--- src/rtl/sup_pkg.sv ---
package sup_pkg;

  // Width of a counter that must hold values 0..limit.
  function automatic int unsigned cnt_bits(input int unsigned limit);
    return (limit < 2) ? 1 : $clog2(limit + 1);
  endfunction

  // Reset-stretch counter step: reload on hold, otherwise count down to zero.
  function automatic int unsigned stretch_step(input int unsigned cur,
                                               input bit hold,
                                               input int unsigned load);
    if (hold) return load;
    if (cur != 0) return cur - 1;
    return 0;
  endfunction

  // Watchdog expiry: the counter has reached its last idle cycle.
  function automatic bit wd_hit(input int unsigned cur, input int unsigned limit);
    return cur == (limit - 1);
  endfunction

endpackage

--- src/rtl/sup_sync.sv ---
module sup_sync #(
  parameter int STAGES  = 2,
  parameter bit RST_VAL = 1'b0
) (
  input  logic clk,
  input  logic rst_n,
  input  logic d,
  output logic q
);
  logic [STAGES-1:0] chain;

  generate
    if (STAGES == 1) begin : g_one
      always_ff @(posedge clk or negedge rst_n) begin
        if (!rst_n) chain <= RST_VAL;
        else        chain <= d;
      end
    end else begin : g_many
      always_ff @(posedge clk or negedge rst_n) begin
        if (!rst_n) chain <= {STAGES{RST_VAL}};
        else        chain <= {chain[STAGES-2:0], d};
      end
    end
  endgenerate

  assign q = chain[STAGES-1];
endmodule

--- src/rtl/sup_debounce.sv ---
module sup_debounce
  import sup_pkg::*;
#(
  parameter int FILT_CYC = 4
) (
  input  logic clk,
  input  logic rst_n,
  input  logic raw,
  output logic level,
  output logic flip
);
  localparam int CW = cnt_bits(FILT_CYC);

  logic [CW-1:0] run_cnt;
  logic          differ;

  assign differ = raw ^ level;
  assign flip   = differ && (run_cnt == CW'(FILT_CYC - 1));

  always_ff @(posedge clk or negedge rst_n) begin
    if (!rst_n) begin
      level   <= 1'b1;
      run_cnt <= '0;
    end else if (!differ) begin
      run_cnt <= '0;
    end else if (flip) begin
      level   <= raw;
      run_cnt <= '0;
    end else begin
      run_cnt <= run_cnt + 1'b1;
    end
  end
endmodule

--- src/rtl/sup_rst_timer.sv ---
module sup_rst_timer
  import sup_pkg::*;
#(
  parameter int RST_CYC = 200
) (
  input  logic clk,
  input  logic rst_n,
  input  logic hold,
  output logic rst_act
);
  localparam int CW = cnt_bits(RST_CYC);

  logic [CW-1:0] cnt, cnt_nxt;

  always_comb cnt_nxt = CW'(stretch_step(32'(cnt), hold, RST_CYC));

  always_ff @(posedge clk or negedge rst_n) begin
    if (!rst_n) begin
      cnt     <= CW'(RST_CYC);
      rst_act <= 1'b1;
    end else begin
      cnt     <= cnt_nxt;
      rst_act <= hold | (cnt_nxt != '0);
    end
  end
endmodule

--- src/rtl/sup_watchdog.sv ---
module sup_watchdog
  import sup_pkg::*;
#(
  parameter int WD_CYC = 1000
) (
  input  logic clk,
  input  logic rst_n,
  input  logic kick_s,
  input  logic run,
  input  logic pulse_mode,
  output logic kick_edge,
  output logic expire,
  output logic fault
);
  localparam int WCW = cnt_bits(WD_CYC);

  logic [WCW-1:0] wcnt;
  logic           kick_prev;

  assign kick_edge = kick_s ^ kick_prev;
  assign expire    = run && !kick_edge && wd_hit(32'(wcnt), WD_CYC);

  always_ff @(posedge clk or negedge rst_n) begin
    if (!rst_n) begin
      kick_prev <= 1'b0;
      wcnt      <= '0;
      fault     <= 1'b0;
    end else begin
      kick_prev <= kick_s;
      if (!run || kick_edge) begin
        wcnt  <= '0;
        fault <= 1'b0;
      end else if (expire) begin
        wcnt <= '0;
        if (!pulse_mode) fault <= 1'b1;
      end else begin
        wcnt <= wcnt + 1'b1;
      end
    end
  end
endmodule

--- src/rtl/sup_reset_ctrl.sv ---
module sup_reset_ctrl #(
  parameter int SYNC_STAGES = 2,
  parameter int MR_FILT_CYC = 4,
  parameter int RST_CYC     = 200,
  parameter int WD_CYC      = 1000
) (
  input  logic clk,
  input  logic rst_n,
  input  logic supply_ok,
  input  logic mr_n,
  input  logic wdi,
  input  logic wd_present,
  input  logic batt_mode,
  input  logic wd_pulse_mode,
  output logic reset_n,
  output logic reset_hi,
  output logic wdo_n
);
  logic mr_sync, mr_level, mr_flip;
  logic wdi_sync;
  logic hold_w, rst_act, wd_run_w;
  logic wd_edge_w, wd_expire_w, wd_fault;

  sup_sync #(.STAGES(SYNC_STAGES), .RST_VAL(1'b1)) u_mr_sync (
    .clk(clk), .rst_n(rst_n), .d(mr_n), .q(mr_sync)
  );

  sup_sync #(.STAGES(SYNC_STAGES), .RST_VAL(1'b0)) u_wdi_sync (
    .clk(clk), .rst_n(rst_n), .d(wdi), .q(wdi_sync)
  );

  sup_debounce #(.FILT_CYC(MR_FILT_CYC)) u_mr_filt (
    .clk(clk), .rst_n(rst_n), .raw(mr_sync), .level(mr_level), .flip(mr_flip)
  );

  // Reset is held by a low supply, a filtered manual reset, or a watchdog pulse request
  assign hold_w   = !supply_ok || !mr_level || (wd_expire_w && wd_pulse_mode);
  assign wd_run_w = wd_present && !batt_mode && !rst_act;

  sup_rst_timer #(.RST_CYC(RST_CYC)) u_timer (
    .clk(clk), .rst_n(rst_n), .hold(hold_w), .rst_act(rst_act)
  );

  sup_watchdog #(.WD_CYC(WD_CYC)) u_wdog (
    .clk(clk), .rst_n(rst_n), .kick_s(wdi_sync), .run(wd_run_w),
    .pulse_mode(wd_pulse_mode), .kick_edge(wd_edge_w),
    .expire(wd_expire_w), .fault(wd_fault)
  );

  assign reset_n  = !rst_act;
  assign reset_hi = rst_act;
  assign wdo_n    = !wd_fault;
endmodule

--- config.mk ---
export PLATFORM = sky130hd
export DESIGN_NAME = sup_reset_ctrl
export DESIGN_NICKNAME = d
export VERILOG_FILES = /design/src/rtl/sup_pkg.sv /design/src/rtl/sup_sync.sv /design/src/rtl/sup_debounce.sv /design/src/rtl/sup_rst_timer.sv /design/src/rtl/sup_watchdog.sv /design/src/rtl/sup_reset_ctrl.sv
export SDC_FILE = /design/constraint.sdc
export NUM_CORES = 1
export LEC_CHECK = 0
export CAP_MARGIN = 10
export CORE_MARGIN = 4
export CORE_UTILIZATION = 60
export CTS_CLUSTER_DIAMETER = 150
export DETAILED_ROUTE_END_ITERATION = 16
export PLACE_DENSITY = 0.93
export SLEW_MARGIN = 20
export SYNTH_ARGS = -nofsm -noshare
export SYNTH_HDL_FRONTEND = slang
export SYNTH_SLANG_ARGS = --single-unit
--- constraint.sdc ---
create_clock -name clk -period 4.51 [get_ports clk]
set_clock_uncertainty 0.15 [all_clocks]
set_input_delay 1.1275 -clock clk [delete_from_list [all_inputs] [get_ports clk]]
set_output_delay 1.1275 -clock clk [all_outputs]
set_load 0.01 [all_outputs]
[Word-level counts from Yosys, hierarchy flattened]
Index checks and enable logic that the tools add are counted.
Word-level totals
  memories kept: 0
  bits in read-only memories: 0
  latch bits: 0
  bits in writable memories: 0
  input port bits: 8
  register bits after elaboration: 29
Operators by class
  mux-type cells: 14
  divide/modulo/power cells: 0
  order comparisons: 0
  reductions and logical operators: 21
  equality and inequality tests: 3
  bitwise logic cells: 3
  add/subtract/negate cells: 3
  multipliers: 0
  shifts and indexed selects: 0
Operators by type and width (count)
  $mux W8: 4
  $mux W10: 2
  $reduce_bool A8 Y1: 2
  $add A10 B1 Y10 const B: 1
  $eq A10 B10 Y1 const B: 1
  $sub A8 B1 Y8 const B: 1
  $logic_not A1 Y1: 7
  $logic_and A1 B1 Y1: 6
  $mux W1: 6
  $mux W3: 2
  $reduce_and A2 Y1: 2
  $add A3 B1 Y3 const B: 1
  $eq A3 B2 Y1 const B: 1
  $logic_or A1 B1 Y1: 3
  $ne A2 B1 Y1 const B: 1
  $reduce_bool A2 Y1: 1
  $xor A1 B1 Y1: 2
  $or A1 B1 Y1: 1

[Longest topological paths before layout]
Gate-level depths: netlist of run 1.
  depth in word-level cells: 13
  mapped depth: 6
  gate-level depth less buffers: 6

[By module]
From an unflattened synthesis of run 1, not the netlist that was laid out.
Second synthesis, totals
  cells, all modules: 127
  area total of the unflattened synthesis: 1386.3 um^2
Modules (own cells, without submodules)
  sup_watchdog: cells an instance 58, area each 581.8 um^2, instances 1
  sup_rst_timer: cells an instance 48, area each 499.2 um^2, instances 1
  sup_debounce: cells an instance 12, area each 173.9 um^2, instances 1
  sup_sync (u_mr_sync): cells an instance 2, area each 52.6 um^2, instances 1
  sup_sync (u_wdi_sync): cells an instance 2, area each 50.0 um^2, instances 1
  sup_reset_ctrl: cells an instance 5, area each 28.8 um^2, instances 1

[Worst setup path after synthesis of run 1]
Ideal clock, no wire load.
  kind: input to register
  from: input port batt_mode
  to: register u_timer.cnt[2]
  setup slack: 2.505 ns
  data arrival time: 1.729 ns
  data required time: 4.233 ns
  stages on the path: 4
  cells stage by stage: nor2_1 > nand4_1 > o211ai_2 > nor2_1
Between the ends
  word-level cells in the longest chain between the ends: 9
Ends and longest elaborated chain
  from (decl): RTL line sup_reset_ctrl.sv:13  | input logic batt_mode,
  $logic_not A1 Y1: RTL line sup_reset_ctrl.sv:38  | assign wd_run_w = wd_present && !batt_mode && !rst_act;
  $logic_and A1 B1 Y1 (2 in a row): RTL line sup_reset_ctrl.sv:38
  $logic_and A1 B1 Y1 (2 in a row): RTL line sup_watchdog.sv:21  | assign expire = run && !kick_edge && wd_hit(32'(wcnt), WD_CYC);
  $logic_and A1 B1 Y1: RTL line sup_reset_ctrl.sv:37  | assign hold_w = !supply_ok || !mr_level || (wd_expire_w && wd_pulse_mode);
  $logic_or A1 B1 Y1: RTL line sup_reset_ctrl.sv:37
  $mux W1: RTL line sup_pkg.sv:12  | if (hold) return load;
  $mux W8: RTL line sup_pkg.sv:13  | if (cur != 0) return cur - 1;
  named net u_timer.cnt_nxt[2]: RTL line sup_rst_timer.sv:13  | logic [CW-1:0] cnt, cnt_nxt;
  to (signal assigned): RTL line sup_rst_timer.sv:19  | cnt <= CW'(RST_CYC);
  to (signal assigned): RTL line sup_rst_timer.sv:22  | cnt <= cnt_nxt;
  to (decl): RTL line sup_rst_timer.sv:13
The timed path passes the listed nets, and every way through them passes these cells.
A chain may end at the register's enable or synchronous reset.

[Worst setup path after layout of run 1]
  from: register u_timer.rst_act
  to: output port reset_hi
RTL lines
  from (decl): RTL line sup_rst_timer.sv:9  | output logic rst_act
  from (signal assigned): RTL line sup_rst_timer.sv:23  | rst_act <= hold | (cnt_nxt != '0);
  to (decl): RTL line sup_reset_ctrl.sv:16  | output logic reset_hi,
No word-level cell between the ends.

==> results of run 1 <==
through the flow:
stage | hold WS [ns] | power, mW
detailed placement | 0.192 | 0.461
floorplan | 0.181 | 0.422
global placement | 0.183 | 0.453
global route | 0.220 | 0.720
CTS | 0.212 | 0.687
finish | 0.210 | 0.679
per-layer routing:
layer / GRT usage, % / share of wire (%)
met1: 19.6 / 39
met2: 34.4 / 53
met3: 9.38 / 5.1
met4: 12.6 / 3.0
met5: 0 / 0
path summary, 6_finish.rpt:
kind | startpoint | end | slack [ns]
setup / recovery | u_timer.rst_act | reset_hi | 1.82
hold / removal | u_wdi_sync.chain[0] | u_wdi_sync.chain[1] | 0.21
setup reg to reg | u_timer.cnt[0] | u_timer.rst_act | 2.38
hold reg to reg | u_wdi_sync.chain[0] | u_wdi_sync.chain[1] | 0.21
max in group asynchronous | rst_n | u_mr_filt.level | 3.01
min in group asynchronous | rst_n | u_wdog.wcnt[9] | 0.64
power by group:
group	internal (mW)	switching [mW]	leakage, nW
combinational	0.0679	0.0715	0.212
clock	0.132	0.0841	0.0455
sequential	0.295	0.0285	0.370
total	0.495	0.184	0.627
placed cells by master (no fill, tap or decap), drive strengths merged, types with 2 or more instances in the layout:
cell type      instances
dfrtp                 22
nand2b                 2
nand3                  5
o211ai                 2
ha                     4
nand4b                 2
buf                    2
nor3                   5
clkdlybuf4s50          9
nand2                  3
nor3b                  2
nor4                   2
or3                    2
nor2                  20
nor2b                  2
dfstp                  7
xor2                   4
or3b                   2
inv                    5
o21ai                  2
and3                   2
nand4                  3
clkbuf                 7
xnor2                 10
cell type report:
cell class                      count  area, µm²
Sequential cell                    29        734
Multi-Input combinational cell     85        574
Fill cell                         141        493
Timing Repair Buffer               11        103
Clock buffer                        7       55.1
Tap cell                           27       33.8
Clock inverter                      1       30.0
Inverter                            5       18.8
sequential cells by signal, summed over array words and instances, names as in the netlist:
name and count:
u_wdog.wcnt 10, u_timer.cnt 8, u_mr_filt.run_cnt 3, u_mr_sync.chain 2, u_wdi_sync.chain 2, u_mr_filt.level 1
u_timer.rst_act 1, u_wdog.fault 1, u_wdog.kick_prev 1
cell families after synthesis:
| kind of cell | after synthesis | synth area share [%] |
|---|---|---|
| simple gates | 55 | 22.2 |
| xor+xnor | 14 | 9.20 |
| buf+inv | 6 | 1.78 |
| flops | 29 | 55.1 |
| fa+ha+maj | 4 | 3.76 |
| compound gates | 11 | 7.14 |
| mux | 1 | 0.845 |
==> impl_metrics.tcl, run 1 <==
set metrics [dict create \
    period_minus_slack_ns 2.69 \
    cts_setup_buffers 0 \
    grt_usage_pct 20.2 \
    grt_setup_unrepaired "no" \
    leakagePower_nw 0.627 \
    synth_most_common_cell "dfrtp_1" \
    end_kind "output pin" \
    htreeDepth 2 \
    tightest_slew_ns 0.568 \
    rows 16 \
    hold_viol_final 0 \
    synth-edff-count 0 \
    yosysTopAreaCell "dfrtp_1" \
    fmax_ghz 0.372 \
    antenna_cells 0 \
    ir_worst_vdd_uv 423 \
    layout-drive-gt1-share_pct 18.1 \
    port_buffers 10 \
    syn_area_um2 1330 \
    cts_tree "built" \
    finalWorstSetupSlack_ns 1.82 \
    grt_max_degree 28 \
    antenna_found_initial 0 \
    cp_top_family "flip-flops" \
    drv_cap 0 \
    nets 149 \
    ys_async_sr_fraction_pct 100 \
    cp.arrival_ns 1.41 \
    power_density_nw_per_um2 438 \
    syn_avg_cell_area_um2 11.1 \
    dp_cells 157 \
    syn_inst 120 \
    areaGrowthSynthToFinish_pct 16.2 \
    yosys_warnings 0 \
    pin_count 11 \
    core_area_um2 2040 \
    drt_first_pass_iters 4 \
    holdCritPathClass "register to register" \
    design_area_um2 1550 \
    status "completed" \
    ant_nets 0 \
    die-area_um2 3040 \
    hold_path_depth 0 \
    syn_nets 132 \
    ys_ff_latch 29 \
    drv_slew 0 \
    synth_area_leaders "dfrtp_1, dfstp_2, xnor2_1, nor2_1, ha_1" \
    cts_root_buf "clkbuf_4" \
    clk_latency_ns 0.33 \
    reg2regPathDepth 6 \
    crit_cells 1 \
    setup_viol 0 \
    cp_slowest_stage_delay_ns 0.55 \
    drt_wl_total_mm 2.37 \
    synth_top_area_share_pct 41.3 \
    route.detailed.drc 0 \
    pre_cts_ws_ns 1.79 \
    post-route-period-util_pct 59.6 \
    fp.dieW_um 55.1 \
    synthFlopType "dfrtp_1" \
    grt_pass1_vias 969 \
    grt_overflow 0 \
    crit_required_ns 3.23 \
    crit_chain "clkdlybuf4s50_1" \
    cp_slowest_cell "dfstp_2" \
    crit_path_max_fanout 3 \
    tns_ns 0 \
    grt_pass1_wl_mm 4.04 \
    vias 941 \
    cts_made_buffers 5 \
    maxSlewHeadroom_pct 62.2 \
    instances_no_fill 165 \
    cp-start-kind "register" \
    cts_hold_buf 0 \
    drt_iter0_drc 16 \
    path_buf_inv 1 \
    cts_sinks 29 \
    fin_util_pct 75.9 \
    die_h_um 55.1 \
    postCtsResizedCells 0 \
    hpwl_mm 1.72 \
    dpl_cell_area_um2 1470 \
    synth_common_cells "dfrtp_1, nor2_1, xnor2_1" \
    gp_congestion 0.803 \
    clockBufferDepth 2 \
    cts.clk_slew.worst_paths_ns 0.08 \
    post_drt_wl_per_cell_um 14.3 \
    via_per_inst 5.70 \
    synth.distinct_cells 35 \
    path_class "register to output pin" \
    ys_seq_area_share_pct 55.1 \
    initial_core_util_pct 65.3 \
]
Note: power is estimated with default switching activity, not from simulation.
==> inputs of run 2 (changes only) <==
Settings changed: CORE_UTILIZATION 60 to 50, PLACE_DENSITY 0.93 to 0.84.
Clock period 4.51 ns to 2.36 ns, I/O delays scaled along.
==> run 2 against run 1 <==
  * Wire length rose by 0.21%
  * Global-route usage fell by 3.4 points
  * Worst hold slack improved by 0.0013 ns
  * Total power rose by 69%
  * Non-clock buffer count did not move
  * Clock-buffer cell count rose by 1
  * Flip-flop and latch count did not move
  * Register-to-register slack got worse by 2.1 ns
  * Critical path type unchanged
  * Largest cell class unchanged
==> impl_metrics.tcl, run 2 (synthesized netlist as in run 1, its figures left out) <==
set metrics [dict create \
    cts_sinks 29 \
    route.detailed.drc 0 \
    postCtsResizedCells 0 \
    status "completed" \
    seq_power_share_pct 53.6 \
    clk_latency_ns 0.33 \
    fin_util_pct 60.9 \
    period_minus_slack_ns 2.15 \
    switching_share_pct 29.3 \
    holdCritPathClass "register to register" \
    drv_slew 0 \
    rows 18 \
    cts_made_buffers 5 \
    cp-start-kind "register" \
    antenna_cells 0 \
    clockBufferDepth 2 \
    vias 925 \
    hpwl_mm 1.79 \
    fp.dieW_um 59.6 \
    largest_register_ffs 10 \
    tns_ns 0 \
    fmax_ghz 0.466 \
    via_per_inst 5.51 \
    path_buf_inv 1 \
    cp_top_family "flip-flops" \
    cts.clk_slew.worst_paths_ns 0.08 \
    leakagePower_nw 0.608 \
    die_h_um 59.6 \
    intPower_mw 0.810 \
    cts_setup_buffers 0 \
    gp_congestion 0.835 \
    final_cell_mix "dfrtp_1, nor2_1, xnor2_1, clkdlybuf4s50_1, dfstp_2" \
    drt_first_pass_iters 4 \
    grt_setup_unrepaired "no" \
    antenna_found_initial 0 \
    nets 149 \
    post_drt_wl_per_cell_um 14.1 \
    crit_path_max_fanout 3 \
    power_density_nw_per_um2 754 \
    design_area_um2 1520 \
    hold_path_depth 0 \
    power_mw 1.15 \
    htreeDepth 2 \
    post-route-period-util_pct 91.0 \
    cp.arrival_ns 1.41 \
    regMostFlops "u_wdog.wcnt" \
    die-area_um2 3560 \
    drt_wl_total_mm 2.37 \
    p_clk_share_pct 24.0 \
    port_buffers 10 \
    cts_hold_buf 0 \
    setup_viol 0 \
    biggestRegsByFlops "u_wdog.wcnt x10, u_timer.cnt x8, u_mr_filt.run_cnt x3" \
    areaGrowthSynthToFinish_pct 14.2 \
    tightest_slew_ns 0.348 \
    cts_root_buf "clkbuf_4" \
    cp_slowest_stage_delay_ns 0.55 \
    p_sw_mw 0.336 \
    grt_usage_pct 16.8 \
    grt_max_degree 30 \
    grt_pass1_wl_mm 4.13 \
    r2r_end "u_timer.rst_act" \
    layout-drive-gt1-share_pct 15.9 \
    crit_chain "clkdlybuf4s50_1" \
    finalWorstSetupSlack_ns 0.212 \
    reg2regPathDepth 6 \
    pin_count 11 \
    pre_cts_ws_ns 0.299 \
    cts_tree "built" \
    path_class "register to output pin" \
    core_area_um2 2500 \
    combPwrFrac_pct 22.4 \
    r2r_start "u_timer.cnt[0]" \
    final_common_cell "dfrtp_1" \
    hp-start "u_wdi_sync.chain[0]" \
    hold_end "u_wdi_sync.chain[1]" \
    end_kind "output pin" \
    grt_overflow 0 \
    initial_core_util_pct 53.3 \
    maxSlewHeadroom_pct 76.8 \
    timing.reg2reg.setup_slack_ns 0.25 \
    grt_pass1_vias 984 \
    hold_viol_final 0 \
    ir_worst_vdd_uv 597 \
    drt_iter0_drc 27 \
    drv_cap 0 \
    crit_required_ns 1.62 \
    dpl_cell_area_um2 1470 \
    ant_nets 0 \
    cp_slowest_cell "dfstp_2" \
]
-- run 2: cell type report --
| class | count | area [µm²] |
|---|---|---|
| tap | 30 | 37.5 |
| inverter | 5 | 18.8 |
| timing repair buffer | 11 | 108 |
| fill | 187 | 978 |
| clock buffer | 8 | 48.8 |
| sequential | 29 | 734 |
| multi-input combinational | 85 | 574 |
-- run 2: how the worst max path moves through the flow --
stage                                from              end  slack (ns)  depth (start not counted)
after floorplan            u_timer.cnt[0]  u_timer.rst_act        0.40                          6
after global placement     u_timer.cnt[0]  u_timer.rst_act        0.32                          6
after detailed placement   u_timer.cnt[0]  u_timer.rst_act        0.30                          6
after CTS                 u_timer.rst_act         reset_hi        0.19                          1
after global routing      u_timer.rst_act         reset_hi        0.17                          1
final                     u_timer.rst_act         reset_hi        0.21                          1
-- run 2: per-layer routing --
metal  vias to the layer above  global-route usage, %  wire [µm]
li1                        449                      -          -
met4                         0                   13.3         49
met2                        18                   28.7       1220
met3                         6                   5.23        103
met5                         -                      0          0
met1                       452                   16.6       1000
-- run 2: power groups by stage --
| stage | Sequential [mW] | Clock [mW] | Combinational [mW] |
|---|---|---|---|
| 6_report | 0.615 | 0.275 | 0.257 |
| 5_1_grt | 0.625 | 0.315 | 0.287 |
| 4_1_cts | 0.614 | 0.286 | 0.260 |
| 3_5_place_dp | 0.624 | 0 | 0.259 |
| 3_3_place_gp | 0.620 | 0 | 0.248 |
| 2_1_floorplan | 0.611 | 0 | 0.196 |
-- run 2: per-stage QoR --
stage	hold slack (ns)	instances
after floorplan	0.144	120
after global placement	0.182	160
after detailed placement	0.195	160
after CTS	0.214	168
after global routing	0.222	168
final	0.212	168
==> inputs of run 3 (changes only) <==
Settings changed: ABC_CLOCK_PERIOD_IN_PS set to 2360, SETUP_SLACK_MARGIN set to 0.5.
==> run 3 against run 2 <==
  * Final cell count rose by 4.2%
  * Critical path type is now register to register
  * Combinational power grew 33%
  * Global-route usage decreased by 0.11 points
  * Largest cell class unchanged
  * Clock-buffer cell count shrank 2
  * Highest routed layer unchanged
  * Wire length up 13%
  * Non-clock buffer count is 7 higher
  * Total power is 8.1% higher
  * Flip-flop and latch count stayed put
  * Largest power group unchanged
  * Sequential power hardly changed
  * Setup slack better by 0.27 ns
  * Critical path depth is 5 higher
  * Register-to-register slack improved by 0.24 ns
==> impl_metrics.tcl, run 3 (synthesized netlist as in run 1, its figures left out) <==
set metrics [dict create \
    cts_made_buffers 5 \
    core_area_um2 2500 \
    drt_first_pass_iters 4 \
    pre_cts_ws_ns 0.292 \
    grt_usage_pct 16.7 \
    ant_nets 0 \
    final_cell_mix "dfrtp_1, nor2_1, xnor2_1" \
    crit_required_ns 2.46 \
    hold_viol_final 0 \
    vias 971 \
    period_minus_slack_ns 1.87 \
    biggestRegsByFlops "u_wdog.wcnt x10, u_timer.cnt x8, u_mr_filt.run_cnt x3" \
    cp.arrival_ns 1.98 \
    cp-start-kind "register" \
    nets 156 \
    leakagePower_nw 0.653 \
    cp_top_family "compound AO/OA/AOI/OAI gates" \
    grt_pass1_vias 963 \
    pin_count 11 \
    path_buf_inv 1 \
    drv_cap 0 \
    grt_pass1_wl_mm 4.20 \
    port_buffers 10 \
    largest_register_ffs 10 \
    cts.clk_slew.worst_paths_ns 0.10 \
    cp_slowest_cell "dfrtp_1" \
    initial_core_util_pct 53.3 \
    htreeDepth 2 \
    maxSlewHeadroom_pct 76.8 \
    grt_setup_unrepaired "yes" \
    path_class "register to register" \
    route.detailed.drc 0 \
    seq_area_um2 736 \
    clk_latency_ns 0.33 \
    clockBufferDepth 2 \
    gp_congestion 0.828 \
    post_drt_wl_per_cell_um 15.3 \
    finalWorstSetupSlack_ns 0.485 \
    final_common_cell "dfrtp_1" \
    fin_util_pct 64.2 \
    post-route-period-util_pct 79.4 \
    fill_cells 205 \
    layout-drive-gt1-share_pct 28.3 \
    hold_ws_ns 0.206 \
    ir_worst_vdd_uv 611 \
    drt_iter0_drc 33 \
    power_mw 1.24 \
    cp_slowest_stage_delay_ns 0.41 \
    drt_wl_total_mm 2.67 \
    status "completed" \
    crit_path_max_fanout 2 \
    cts_sinks 29 \
    fmax_ghz 0.533 \
    hpwl_mm 1.82 \
    die-area_um2 3560 \
    setup_viol 0 \
    grt_overflow 0 \
    cts_tree "built" \
    end_kind "register" \
    tightest_slew_ns 0.348 \
    timing.reg2reg.setup_slack_ns 0.49 \
    multi_input_area_um2 612 \
    antenna_cells 0 \
    fp.dieW_um 59.6 \
    grt_max_degree 30 \
    rows 18 \
    tns_ns 0 \
    areaGrowthSynthToFinish_pct 20.4 \
    die_h_um 59.6 \
    antenna_found_initial 0 \
    crit_chain "inv_2, ha_1, or3b_4, o22ai_2, o211ai_2, a2111o_1" \
    cts_root_buf "clkbuf_4" \
    drv_slew 0 \
    holdCritPathClass "register to register" \
    regMostFlops "u_wdog.wcnt" \
    power_density_nw_per_um2 773 \
    via_per_inst 5.55 \
]
==> run 3: changes by cell type in the layout (fill, tap and decap cells not counted), sizes merged <==
cell and delta:
buf +8, clkbuf -1, clkdlybuf4s50 -3, clkinv +2
dlygate4sd2 +1
==> run 3: area by class of cell <==
class / instances / share of cell area [%]
Clock inverter: 2 / 0.624
Timing Repair Buffer: 18 / 9.28
Tap cell: 30 / 2.34
Sequential cell: 29 / 45.9
Inverter: 5 / 1.17
Clock buffer: 6 / 2.57
Multi-Input combinational cell: 85 / 38.1
==> run 3: power breakdown <==
part | total [mW] | internal (mW) | switching [mW] | leakage [nW]
clock | 0.281 | 0.113 | 0.168 | 0.0320
sequential | 0.617 | 0.564 | 0.0535 | 0.368
combinational | 0.342 | 0.180 | 0.162 | 0.253
total | 1.24 | 0.857 | 0.383 | 0.653
==> run 3: path summary, 6_finish.rpt <==
path,startpoint,end,depth (start not counted)
worst max-delay path,u_timer.cnt[0],u_timer.rst_act,6
worst min register to register,u_mr_sync.chain[0],u_mr_sync.chain[1],0
worst min-delay path,u_mr_sync.chain[0],u_mr_sync.chain[1],0
worst max register to register,u_timer.cnt[0],u_timer.rst_act,6
min in group asynchronous,rst_n,u_wdog.wcnt[3],2
max in group asynchronous,rst_n,u_timer.cnt[3],2
==> run 3: per-layer routing <==
layer  GRT usage, %  routed length, µm  share of wire (%)  up-vias
met5              0                  0                  0        -
met4           6.65                 63                2.4        0
met3           6.54                122                4.6        7
met2           29.2               1430                 54       23
met1           17.9               1060                 39      482
li1               -                  -                  -      459
==> run 3: through the flow <==
stage	std cells	area (µm²)
2_1_floorplan	120	1340
3_3_place_gp	160	1480
3_5_place_dp	160	1480
4_1_cts	173	1580
5_1_grt	175	1600
6_report	175	1600
==> run 3: timing repair <==
item	in CTS	in global routing
gates resized for setup	12	7
pin swaps	3	4
buffers inserted	5	2
hold buffers	0	0
setup endpoints to repair	9	15
